[src/rtl/pfmon_pkg.sv]
// Package: shared control-word layout for the supply monitor controller.
// Assumes a 7-bit control write; bit 6 is a write-one-to-clear action.
package pfmon_pkg;
    localparam int CTL_W   = 7;
    localparam int CLR_BIT = 6;

    typedef enum logic [1:0] {
        INTV_CONT  = 2'b00,
        INTV_SHORT = 2'b01,
        INTV_MID   = 2'b10,
        INTV_LONG  = 2'b11
    } intv_e;

    // Packed so bits [5:0] of the write data map straight onto it.
    typedef struct packed {
        logic       irq_en;
        intv_e      intv;
        logic       stop_dis;
        logic [1:0] thr;
    } cfg_t;
endpackage

[src/rtl/pfmon_regs.sv]
// Module: control register. Holds level code, stop-disable, interval and
// interrupt enable. The level code is cleared only by power-on reset and is
// locked while the interrupt enable is set.
module pfmon_regs
    import pfmon_pkg::*;
(
    input  logic             clk,
    input  logic             por_rst_n,
    input  logic             rst_n,
    input  logic             we_i,
    input  logic [CTL_W-1:0] wdata_i,
    output cfg_t             cfg_o,
    output logic             flag_clr_o,
    output logic             restart_o
);
    cfg_t cfg_q;

    // Level code: power-on reset only, writes ignored while interrupt enabled.
    always_ff @(posedge clk) begin
        if (!por_rst_n)
            cfg_q.thr <= 2'b00;
        else if (we_i && !cfg_q.irq_en)
            cfg_q.thr <= wdata_i[1:0];
    end

    // Remaining fields: cleared by any reset source, loaded on write.
    always_ff @(posedge clk) begin
        if (!por_rst_n || !rst_n) begin
            cfg_q.stop_dis <= 1'b1;
            cfg_q.intv     <= INTV_CONT;
            cfg_q.irq_en   <= 1'b0;
        end else if (we_i) begin
            cfg_q.stop_dis <= wdata_i[2];
            cfg_q.intv     <= intv_e'(wdata_i[4:3]);
            cfg_q.irq_en   <= wdata_i[5];
        end
    end

    assign cfg_o      = cfg_q;
    assign flag_clr_o = we_i && wdata_i[CLR_BIT];
    assign restart_o  = we_i;
endmodule

[src/rtl/pfmon_sched.sv]
// Module: sampling scheduler. Counts oscillator ticks over the selected
// period, opens a two-tick enable window at the start of each period and
// issues a sample strobe on the tick that closes the window.
// Assumes tick_i is a single-cycle pulse already in the clk domain.
module pfmon_sched
    import pfmon_pkg::*;
#(
    parameter int BASE_EXP = 11
) (
    input  logic  clk,
    input  logic  por_rst_n,
    input  logic  rst_n,
    input  logic  tick_i,
    input  logic  hold_i,
    input  logic  restart_i,
    input  intv_e intv_i,
    output logic  mon_en_o,
    output logic  samp_o
);
    localparam int CW = BASE_EXP + 2;
    localparam logic [CW-1:0] LAST_LONG  = {CW{1'b1}};
    localparam logic [CW-1:0] LAST_MID   = LAST_LONG >> 1;
    localparam logic [CW-1:0] LAST_SHORT = LAST_LONG >> 2;
    localparam logic [CW-1:0] WIN_END    = CW'(1);

    logic [CW-1:0] cnt_q;
    logic [CW-1:0] last_cnt;
    logic          cont;

    // Pick the final count of the period for the selected interval.
    always_comb begin
        case (intv_i)
            INTV_SHORT: last_cnt = LAST_SHORT;
            INTV_MID:   last_cnt = LAST_MID;
            default:    last_cnt = LAST_LONG;
        endcase
    end

    assign cont = (intv_i == INTV_CONT);

    // Tick counter: held at zero in reset, while gated, on restart or continuous.
    always_ff @(posedge clk) begin
        if (!por_rst_n || !rst_n || hold_i || restart_i || cont)
            cnt_q <= '0;
        else if (tick_i)
            cnt_q <= (cnt_q == last_cnt) ? '0 : cnt_q + 1'b1;
    end

    assign mon_en_o = !hold_i && (cont || (cnt_q <= WIN_END));
    assign samp_o   = !hold_i && tick_i && (cont || (cnt_q == WIN_END));
endmodule

[src/rtl/pfmon_eval.sv]
// Module: result evaluation. Turns sampled comparator levels into a sticky
// warning flag, a held reset request and a wake-check-done marker.
// Assumes samp_o of the scheduler marks settled comparator outputs.
module pfmon_eval (
    input  logic clk,
    input  logic por_rst_n,
    input  logic rst_n,
    input  logic samp_i,
    input  logic in_stop_i,
    input  logic cmp_warn_i,
    input  logic cmp_rst_i,
    input  logic flag_clr_i,
    output logic flag_o,
    output logic rst_latch_o,
    output logic wake_done_o
);
    logic flag_q, rst_q, wake_q;

    // Sticky warning flag: set by a sample, cleared by write-one, set wins.
    always_ff @(posedge clk) begin
        if (!por_rst_n || !rst_n)
            flag_q <= 1'b0;
        else if (samp_i && cmp_warn_i)
            flag_q <= 1'b1;
        else if (flag_clr_i)
            flag_q <= 1'b0;
    end

    // Reset latch: every sample overwrites it; survives rst_n so it can release itself.
    always_ff @(posedge clk) begin
        if (!por_rst_n)
            rst_q <= 1'b0;
        else if (samp_i)
            rst_q <= cmp_rst_i;
    end

    // Wake marker: a sample taken during stop; dropped once stop ends.
    always_ff @(posedge clk) begin
        if (!por_rst_n || !in_stop_i)
            wake_q <= 1'b0;
        else if (samp_i)
            wake_q <= 1'b1;
    end

    assign flag_o      = flag_q;
    assign rst_latch_o = rst_q;
    assign wake_done_o = wake_q;
endmodule

[src/rtl/pfmon_ctrl.sv]
// Module: top of the duty-cycled supply monitor controller. Gates the
// comparators in stop mode, schedules sampling windows and reports the
// warning interrupt and internal reset request.
// Assumes all comparator and control inputs are synchronous to clk.
module pfmon_ctrl
    import pfmon_pkg::*;
#(
    parameter int BASE_EXP = 11
) (
    input  logic             clk,
    input  logic             por_rst_n,
    input  logic             rst_n,
    input  logic             tick_i,
    input  logic             stop_i,
    input  logic             wake_req_i,
    input  logic             cmp_warn_i,
    input  logic             cmp_rst_i,
    input  logic             cmp_por_i,
    input  logic             ctl_we_i,
    input  logic [CTL_W-1:0] ctl_wdata_i,
    output logic             mon_en_o,
    output logic [1:0]       thr_code_o,
    output logic             warn_flag_o,
    output logic             irq_o,
    output logic             rst_req_o,
    output logic             wake_ready_o
);
    cfg_t cfg;
    logic flag_clr, restart, samp, gate_off;
    logic rst_latch, wake_done;
    logic stop_dis_w, irq_en_w;

    assign stop_dis_w = cfg.stop_dis;
    assign irq_en_w   = cfg.irq_en;
    assign gate_off   = stop_i && cfg.stop_dis && !wake_req_i;

    pfmon_regs u_regs (
        .clk        (clk),
        .por_rst_n  (por_rst_n),
        .rst_n      (rst_n),
        .we_i       (ctl_we_i),
        .wdata_i    (ctl_wdata_i),
        .cfg_o      (cfg),
        .flag_clr_o (flag_clr),
        .restart_o  (restart)
    );

    pfmon_sched #(.BASE_EXP(BASE_EXP)) u_sched (
        .clk       (clk),
        .por_rst_n (por_rst_n),
        .rst_n     (rst_n),
        .tick_i    (tick_i),
        .hold_i    (gate_off),
        .restart_i (restart),
        .intv_i    (cfg.intv),
        .mon_en_o  (mon_en_o),
        .samp_o    (samp)
    );

    pfmon_eval u_eval (
        .clk         (clk),
        .por_rst_n   (por_rst_n),
        .rst_n       (rst_n),
        .samp_i      (samp),
        .in_stop_i   (stop_i),
        .cmp_warn_i  (cmp_warn_i),
        .cmp_rst_i   (cmp_rst_i),
        .flag_clr_i  (flag_clr),
        .flag_o      (warn_flag_o),
        .rst_latch_o (rst_latch),
        .wake_done_o (wake_done)
    );

    assign thr_code_o   = cfg.thr;
    assign irq_o        = warn_flag_o && cfg.irq_en;
    assign rst_req_o    = rst_latch || cmp_por_i;
    assign wake_ready_o = stop_i && wake_req_i && (!cfg.stop_dis || wake_done);
endmodule

[config.mk]
export PLATFORM = sky130hd
export DESIGN_NAME = pfmon_ctrl
export DESIGN_NICKNAME = d
export VERILOG_FILES = /design/src/rtl/pfmon_pkg.sv /design/src/rtl/pfmon_regs.sv /design/src/rtl/pfmon_sched.sv /design/src/rtl/pfmon_eval.sv /design/src/rtl/pfmon_ctrl.sv
export SDC_FILE = /design/constraint.sdc
export NUM_CORES = 1
export LEC_CHECK = 0
export BUFFER_PORTS_ARGS = -buffer_cell sky130_fd_sc_hd__clkbuf_2
export CORE_AREA = 4 4 54 56
export DETAILED_ROUTE_END_ITERATION = 6
export DIE_AREA = 0 0 58 60
export GPL_TIMING_DRIVEN = 1
export HOLD_SLACK_MARGIN = 0.05
export PLACE_DENSITY = 0.69
export SLEW_MARGIN = 15
export SYNTH_ARGS = -nofsm -noshare
export SYNTH_HDL_FRONTEND = slang
export SYNTH_SLANG_ARGS = --single-unit
[constraint.sdc]
create_clock -name clk -period 2.1 [get_ports clk]
set_input_delay 0.21 -clock clk [delete_from_list [all_inputs] [get_ports clk]]
set_output_delay 0.21 -clock clk [all_outputs]
set_load 0.02 [all_outputs]
==> After elaboration in Yosys (flattened, before gate mapping) <==
Index checks and enable logic that the tools add are counted.
{ "op_classes": {"div_mod_pow": 0, "n_bitwise": 0, "n_lt_le_gt_ge": 1, "n_reduce_logical": 29, "add_sub_neg": 1, "n_shift": 0, "n_eq_ne": 4, "n_mul": 0, "n_mux": 4} }
{ "ops": {"columns": ["operator", "n"], "rows": [
  ["$pmux 13 s2", 1],
  ["$add 13x1->13 const B", 1],
  ["$eq 13x1->1 const B", 1],
  ["$eq 13x13->1", 1],
  ["$le 13x1->1 const B", 1],
  ["$mux 13", 1],
  ["$logic_and 1x1->1", 11],
  ["$logic_or 1x1->1", 9],
  ["$logic_not 1->1", 7],
  ["$eq 2x1->1 const B", 1],
  ["$eq 2x2->1 const B", 1],
  ["$logic_not 2->1", 1],
  ["$mux 1", 2],
  ["$reduce_bool 2->1", 1]
]} }
{ "totals": {"ram_bits": 0, "register_bits": 22, "latchBits": 0, "mem_count": 0, "input_bits": 17, "output_inout_bits": 7, "elab_cells": 47, "mem_bits_ro": 0} }

==> Depth between registers and ports, before layout <==
Gate-level depths: netlist of run 1.
{ "depth": {"depth_word": 7, "mapped_depth": 7} }

==> Cells and area by module <==
A second synthesis of run 1 with hierarchy kept.
{ "hier_totals": {"cells_unflattened": 126, "area_unflattened_um2": 1151.1} }
{ "by_module_without_submodules": {"columns": ["mod", "area_per_inst_um2", "n_inst", "seq_area_each_um2", "cells_each"], "rows": [
  ["pfmon_sched", 754.5, 1, 260.2, 84],
  ["pfmon_regs", 255.2, 1, 120.1, 25],
  ["pfmon_eval", 105.1, 1, 60.1, 10],
  ["pfmon_ctrl", 36.3, 1, 0.0, 7]
]} }

==> Least setup slack after synthesis of run 1 <==
OpenSTA, ideal clock, no wires.
{ "synth_timing": {"path_type": "reg-to-reg", "start": "reg u_regs.cfg_q (netlist bit u_regs.cfg_o[3])", "end": "reg u_sched.cnt_q[3]", "setup_time_ps": 115, "path_stages_with_launch": 8, "t_arrival_ps": 1269, "slack_ps": 716, "required_time_ps": 1985, "cell_sequence": "dfxtp_1 > inv_1 > ha_1 > xor2_1 > nand4_1 > o21ai_2 > buf_6 > nor2_1"} }
{ "synth_via": {"elab_chain_len": 4} }
{ "synth_lines": {"columns": ["item", "line_no", "text"], "rows": [
  ["from (decl)", "pfmon_regs.sv:16", "cfg_t cfg_q;"],
  ["$eq 2x2->1 or $eq 2x1->1 (tied branches)", "pfmon_sched.sv:32", "case (intv_i)"],
  ["$pmux 13 s2", "pfmon_sched.sv:32", null],
  ["$eq 13x13->1", "pfmon_sched.sv:46", "cnt_q <= (cnt_q == last_cnt) ? '0 : cnt_q + 1'b1;"],
  ["$mux 13", "pfmon_sched.sv:46", null],
  ["to (signal assigned)", "pfmon_sched.sv:46", null],
  ["to (decl)", "pfmon_sched.sv:26", "logic [CW-1:0] cnt_q;"]
]} }
Several ways; a longest one is shown, not always the timed one.
A chain may end at the register's enable or synchronous reset.

==> Final worst setup path of run 1 <==
{ "layout_timing": {"start": "reg u_sched.cnt_q[3]", "end": "out mon_en_o"} }
{ "layout_via": {"elab_chain_len": 3} }
{ "layout_lines": {"columns": ["item", "line_no", "text"], "rows": [
  ["$le 13x1->1", "pfmon_sched.sv:49", "assign mon_en_o = !hold_i && (cont || (cnt_q <= WIN_END));"],
  ["$logic_or 1x1->1", "pfmon_sched.sv:49", null],
  ["$logic_and 1x1->1", "pfmon_sched.sv:49", null],
  ["to (decl)", "pfmon_ctrl.sv:21", "output logic mon_en_o,"]
]} }
Every way passes these cells.

==> metrics, run 1 <==
hold crit path type=in2reg; number of antenna violations at the first check in global routing=0; Mapped Area=0.00116 mm2; share of cells above drive strength 1=23.8%; first-pass GRT wire length=3.85 mm; Layout Area Growth over Synthesis=10.3%; TNS Setup=0 ns; Post-Syn Nets=145; layout filler cell count=240; Core Region=0.00243 mm2; delay of the slowest cell on the worst path=0.44 ns; P per Cell Area=537 mW/mm2; library cells used by synthesis=36; Root Buffer=clkbuf_4; slowest CP cell=dfxtp_1; syn_area_per_cell=9.38 um2; largest net degree at the start of global routing=14; worst-skew pair later-pin latency=0.30 ns; Clock power frac=27.2%; fraction of registers with async set/reset=0%; worst-path cell chain=nor4_4 > a41oi_1 > nor2_1 > clkbuf_2; DR pass1 iterations=4; Global Route Usage Sum=14.5%; die area=0.00348 mm2; Final Skew=0.00410 ns; CTS max path bufs=2; Max Slew Vio Count=0; CP Max Fanout=7; EDFF count, synth=0; Final Setup Violations=0; clk slew on worst S/H paths=0.11 ns; Tmin final=1.74 ns; #FFs+latches synth=22; most common cell after layout, fill and taps aside=clkbuf_2; I/O pin total=24; final hold vios=0; vias in the first global route=882; nature of the critical path endpoint=output port; Die Y=60 um; worst endpoint required time=1.89 ns; yosys warns=0; Starting Density=47.8%; status=completed; commonest non-fill, non-tap cells in the layout=clkbuf_2, dfxtp_1, nor2_1, nand2_1; row count=18; post-CTS resize count=0; unrepaired setup endpoints after global routing=false; CTS tree=built; Max-slew headroom=64.4%; CTS hold repair buffers=0; Flop pwr share=62.3%; postcts setup bufs=0; Final Hold Slack=0.104 ns; vias per inst=5.24; aggregate routed wire length=2.17 mm; P_sw=0.000164 W; switching part of the total power=23.7%; maxcap violations=0; ys flop type=dfxtp_1; H-tree levels=1; n_diodes=0; fin crit share=83.0%; Buffers on Ports=23; CP Launch Type=flop; Via Count=906; CTS Buf Count=3; leakage dissipation=0.514 nW; Post-DRT Antenna Nets=0; achievable frequency=573 MHz; wire length per cell=12.6 um; HPWL Detailed=1.69 mm; grt total ovfl=0; Comb pwr share=10.6%; die width=58 um; Nets=166; gpl congestion=0.757; worst slew pin tran=0.534 ns; Clock Sinks=22; Arrival @ worst endpoint=1.53 ns; sequential share of the synthesized area=37.8%; Gate Count Post-Synth=124; internal power=0.000526 W; drt initial violations=30; DR DRC count=0; critical path class=reg2out; Peak supply drop=0.332 mV
==> state kept, by name, summed over array words and instances (netlist names) <==
register / flops
u_regs.cfg_o: 6
u_sched.cnt_q: 13
u_eval.rst_latch_o: 1
u_eval.wake_done_o: 1
u_eval.flag_o: 1
==> Yosys cell counts, types with 2 or more instances <==
cell,count,area share (%)
nand4_1,6,3.2
buf_6,2,1.9
ha_1,4,4.3
xor2_1,7,5.3
nor2b_1,4,2.2
and2_1,2,1.1
buf_2,2,0.86
xnor2_1,7,5.3
inv_1,4,1.3
and4_1,2,1.5
nor4_4,2,3.7
nand3_1,3,1.3
nor2_1,17,5.5
nor3_1,3,1.3
nand3b_1,2,1.3
dfxtp_1,22,38
buf_4,3,1.9
mux2i_1,6,5.2
nand2_1,8,2.6
and3_1,2,1.1
==> power groups by stage <==
stage / logic (W) / registers [W] / clock network, W
after floorplan: 0.0000487 / 0.000438 / 0
after global placement: 0.0000713 / 0.000438 / 0
after detailed placement: 0.0000729 / 0.000439 / 0
after CTS: 0.0000734 / 0.000429 / 0.000197
after global routing: 0.0000807 / 0.000431 / 0.000214
final: 0.0000728 / 0.000429 / 0.000187
==> cell type report <==
type	instances	area, um2	share of cell area (%)
clock buffers	3	22.5	1.75
inverters	4	15.0	1.17
multi-input cells	91	653	50.9
flip-flops and latches	22	440	34.3
well taps	30	37.5	2.92
repair buffers	23	115	8.97
==> critical path: cells and delay by family, from the launching register on <==
| family | cells | cell delay, ns |
|---|---|---|
| buffers and inverters | 1 | 0.18 |
| and+or+nand+nor | 2 | 0.45 |
| DFF | 1 | 0.44 |
| AOI/OAI and AO/OA | 1 | 0.15 |
==> metal layers <==
layer | wire length (um) | part of all wire, % | vias up | GRT usage, %
li1 | - | - | 466 | -
met1 | 1030 | 47 | 422 | 18.4
met2 | 1040 | 48 | 13 | 23.9
met3 | 60 | 2.8 | 5 | 1.94
met4 | 47 | 2.2 | 0 | 7.95
met5 | 0 | 0 | - | 0
==> logic make-up (layout without fill, tap and decap cells) <==
kind of cell / count (synthesis) / after routing / share of synthesized area [%]
buffers and inverters: 11 / 30 / 6.02
and+or+nand+nor: 57 / 57 / 29.5
DFF: 22 / 22 / 37.8
xor gates and xnor gates: 14 / 14 / 10.5
AOI/OAI and AO/OA: 10 / 10 / 6.67
adders and majority gates: 4 / 4 / 4.30
muxes: 6 / 6 / 5.16
==> final timing paths <==
kind,startpoint,cells after the start,slack [ns],end
hold reg to reg,u_eval.flag_o,2,0.49,u_eval.flag_o
hold / removal,rst_n,2,0.10,u_regs.cfg_o[2]
setup / recovery,u_sched.cnt_q[3],4,0.36,mon_en_o
setup reg to reg,u_regs.cfg_o[3],6,0.45,u_sched.cnt_q[1]
==> per-stage QoR <==
stage	power (W)	worst slack, ns	cells	utilization (%)	area [um2]
global route	0.000725	0.239	173	52.8	1280
floorplan	0.000487	0.716	124	-	1160
detailed placement	0.000512	0.452	170	51.9	1260
finish	0.000689	0.356	173	52.8	1280
global placement	0.000510	0.491	170	51.9	1260
CTS	0.000700	0.343	173	52.8	1280
No activity file was read; power rests on OpenSTA's default activity.
==> inputs of run 2 (changes only) <==
--- a/config.mk
+++ b/config.mk
@@ -6,9 +6,9 @@
 export NUM_CORES = 1
 export LEC_CHECK = 0
 export BUFFER_PORTS_ARGS = -buffer_cell sky130_fd_sc_hd__clkbuf_2
-export CORE_AREA = 4 4 54 56
+export CORE_AREA = 4 4 55 57
 export DETAILED_ROUTE_END_ITERATION = 6
-export DIE_AREA = 0 0 58 60
+export DIE_AREA = 0 0 59 61
 export GPL_TIMING_DRIVEN = 1
 export HOLD_SLACK_MARGIN = 0.05
 export PLACE_DENSITY = 0.69
==> constraint.sdc (replaced) <==
create_clock -name clk -period 1.6 [get_ports clk]
set_input_delay 0.16 -clock clk [delete_from_list [all_inputs] [get_ports clk]]
set_output_delay 0.16 -clock clk [all_outputs]
set_load 0.02 [all_outputs]
==> run 2 against run 1 <==
The flow now finishes with violations (setup timing); count of clock-buffer cells in the layout rose by 1; clock power increased by 65%; critical path depth stayed put; final area rose by 9.3%; utilization grew 3.8 points; worst hold slack got worse by 0.030 ns; non-clock buffer count increased by 7; sequential power rose by 31%; sequential share of layout area down 1.7 points; register-to-register slack lost 0.34 ns; combinational power up 37%; flip-flop and latch count stayed put; critical path type unchanged; critical endpoint unchanged; largest power group unchanged.
==> metrics, run 2 (same netlist as run 1, synthesis figures left out) <==
design area=0.00140 mm2 (+9.3%); maxcap violations=0 (unchanged); Post-DRT Antenna Nets=0 (unchanged); worst slew pin tran=0.299 ns (-0.235 ns); drt initial violations=27 (-10%); Placed Area=0.00127 mm2 (+0.60%); Layout Area Growth over Synthesis=20.5%; vias per inst=5.22 (-0.31%); delay of the slowest cell on the worst path=0.37 ns (-0.07 ns); most common cell after layout, fill and taps aside=clkbuf_2; CTS max path bufs=2 (unchanged); Final Skew=0.00224 ns (-0.00186 ns); Clock Sinks=22 (unchanged); Final Worst Setup Slack=-0.00626 ns (-0.362 ns); largest register by flop count=u_sched.cnt_q; Global Route Usage Sum=15.3% (+0.80 points); die width=59 um (+1.7%); Final Setup Violations=1 (+1); hold path depth=3 (+1); CP Max Fanout=2 (-5); P per Cell Area=690 mW/mm2 (+29%); Peak supply drop=0.498 mV (+50%); delay-heaviest family, CP=simple AND/OR/NAND/NOR gates; Tmin final=1.61 ns; unrepaired setup endpoints after global routing=true; DR DRC count=0 (unchanged); hold crit path type=in2reg; Worst Path Buf+Inv=1 (unchanged); achievable frequency=623 MHz; number of antenna violations at the first check in global routing=0 (unchanged); gpl congestion=0.745 (-1.6%); Nets=173 (+4.2%); Buffers on Ports=23 (unchanged); row count=18 (unchanged); worst-skew pair later-pin latency=0.31 ns (about the same); wire length per cell=12.7 um (+1.3%); slowest CP cell=dfxtp_4; status=finished with violations; I/O pin total=24 (unchanged); first-pass GRT wire length=4.17 mm (+8.4%); CP Launch Type=flop; die area=0.00360 mm2 (+3.4%); Max-slew headroom=79.9% (+16 points); CTS tree=built; DR pass1 iterations=4 (unchanged); H-tree levels=1 (unchanged); Core Region=0.00248 mm2 (+1.9%); vias in the first global route=960 (+8.8%); Root Buffer=clkbuf_4; n_diodes=0 (unchanged); leakage dissipation=0.566 nW (+10%); Starting Density=47.0% (-0.87 points); worst endpoint required time=1.44 ns (-0.45 ns); nature of the critical path endpoint=output port; Arrival @ worst endpoint=1.45 ns (-0.08 ns); aggregate routed wire length=2.30 mm (+6.0%); critical path class=reg2out; largest net degree at the start of global routing=14 (unchanged); Reg2Reg Depth=6 (unchanged); final hold vios=0 (unchanged); TNS Setup=-0.00626 ns (-0.00626 ns); Via Count=945 (+4.3%); Die Y=61 um (+1.7%); grt total ovfl=0 (unchanged); fin crit share=100%; HPWL Detailed=1.70 mm (+0.29%); share of cells above drive strength 1=35.8% (+12 points); Crit. path cell count=4 (unchanged); Max Slew Vio Count=0 (unchanged); failing checks=setup timing; CTS Buf Count=3 (unchanged); commonest non-fill, non-tap cells in the layout=clkbuf_2, nor2_1, dfxtp_1, nand2_1; max reg flops=13 (unchanged); worst-path cell chain=nor4_4 > a41oi_2 > nor2_1 > buf_4; clk slew on worst S/H paths=0.12 ns (about the same)
[run 2: through the flow]
stage | setup WS (ns) | total power [W] | utilization, % | instances | hold WS, ns
floorplan | 0.216 | 0.000639 | - | 124 | 0.232
global placement | 0.141 | 0.000669 | 51.2 | 171 | 0.366
detailed placement | 0.0853 | 0.000672 | 51.2 | 171 | 0.371
CTS | 0.00308 | 0.000984 | 55.6 | 181 | 0.0601
global route | -0.0943 | 0.00103 | 56.6 | 181 | 0.0716
finish | -0.00626 | 0.000968 | 56.6 | 181 | 0.0742
[run 2: final timing paths]
check / start / end / slack [ns]
hold reg to reg: u_eval.rst_latch_o / u_eval.rst_latch_o / 0.49
setup reg to reg: u_regs.cfg_o[3] / u_sched.cnt_q[1] / 0.11
hold / removal: cmp_warn_i / u_eval.flag_o / 0.07
setup / recovery: u_sched.cnt_q[3] / mon_en_o / -0.006
[run 2: cell type report]
type,instances,area [um2]
fillers,232,1070
multi-input cells,91,681
flip-flops and latches,22,457
repair buffers,30,176
well taps,30,37.5
clock buffers,4,36.3
inverters,4,15.0
[run 2: power breakdown]
part / internal (W) / switching (W) / total [W]
clock: 0.000139 / 0.000169 / 0.000308
sequential: 0.000554 / 0.00000534 / 0.000560
combinational: 0.0000478 / 0.0000527 / 0.000100
total: 0.000741 / 0.000227 / 0.000968
[run 2: layer usage]
metal | GRT usage (%) | routed length, um
met3 | 3.19 | 127
met4 | 7.77 | 47
met5 | 0 | 0
met1 | 19.7 | 1090
met2 | 24.3 | 1040
[run 2: worst reg2reg max path, delay by kind of cell, from the launching register on]
| kind | cells | cell delay, ns |
|---|---|---|
| and+or+nand+nor | 1 | 0.29 |
| adders and majority gates | 1 | 0.25 |
| DFF | 1 | 0.37 |
| AOI/OAI and AO/OA | 2 | 0.29 |
| buffers and inverters | 2 | 0.20 |
[run 2: what timing repair did]
item	4_1_cts	5_1_grt
gates resized for setup	13	6
buffers inserted	5	0
setup endpoints to repair	1	4
cloned	0	0
pin swaps	2	1
endpoints found under the hold margin	1	0
hold buffers	1	0
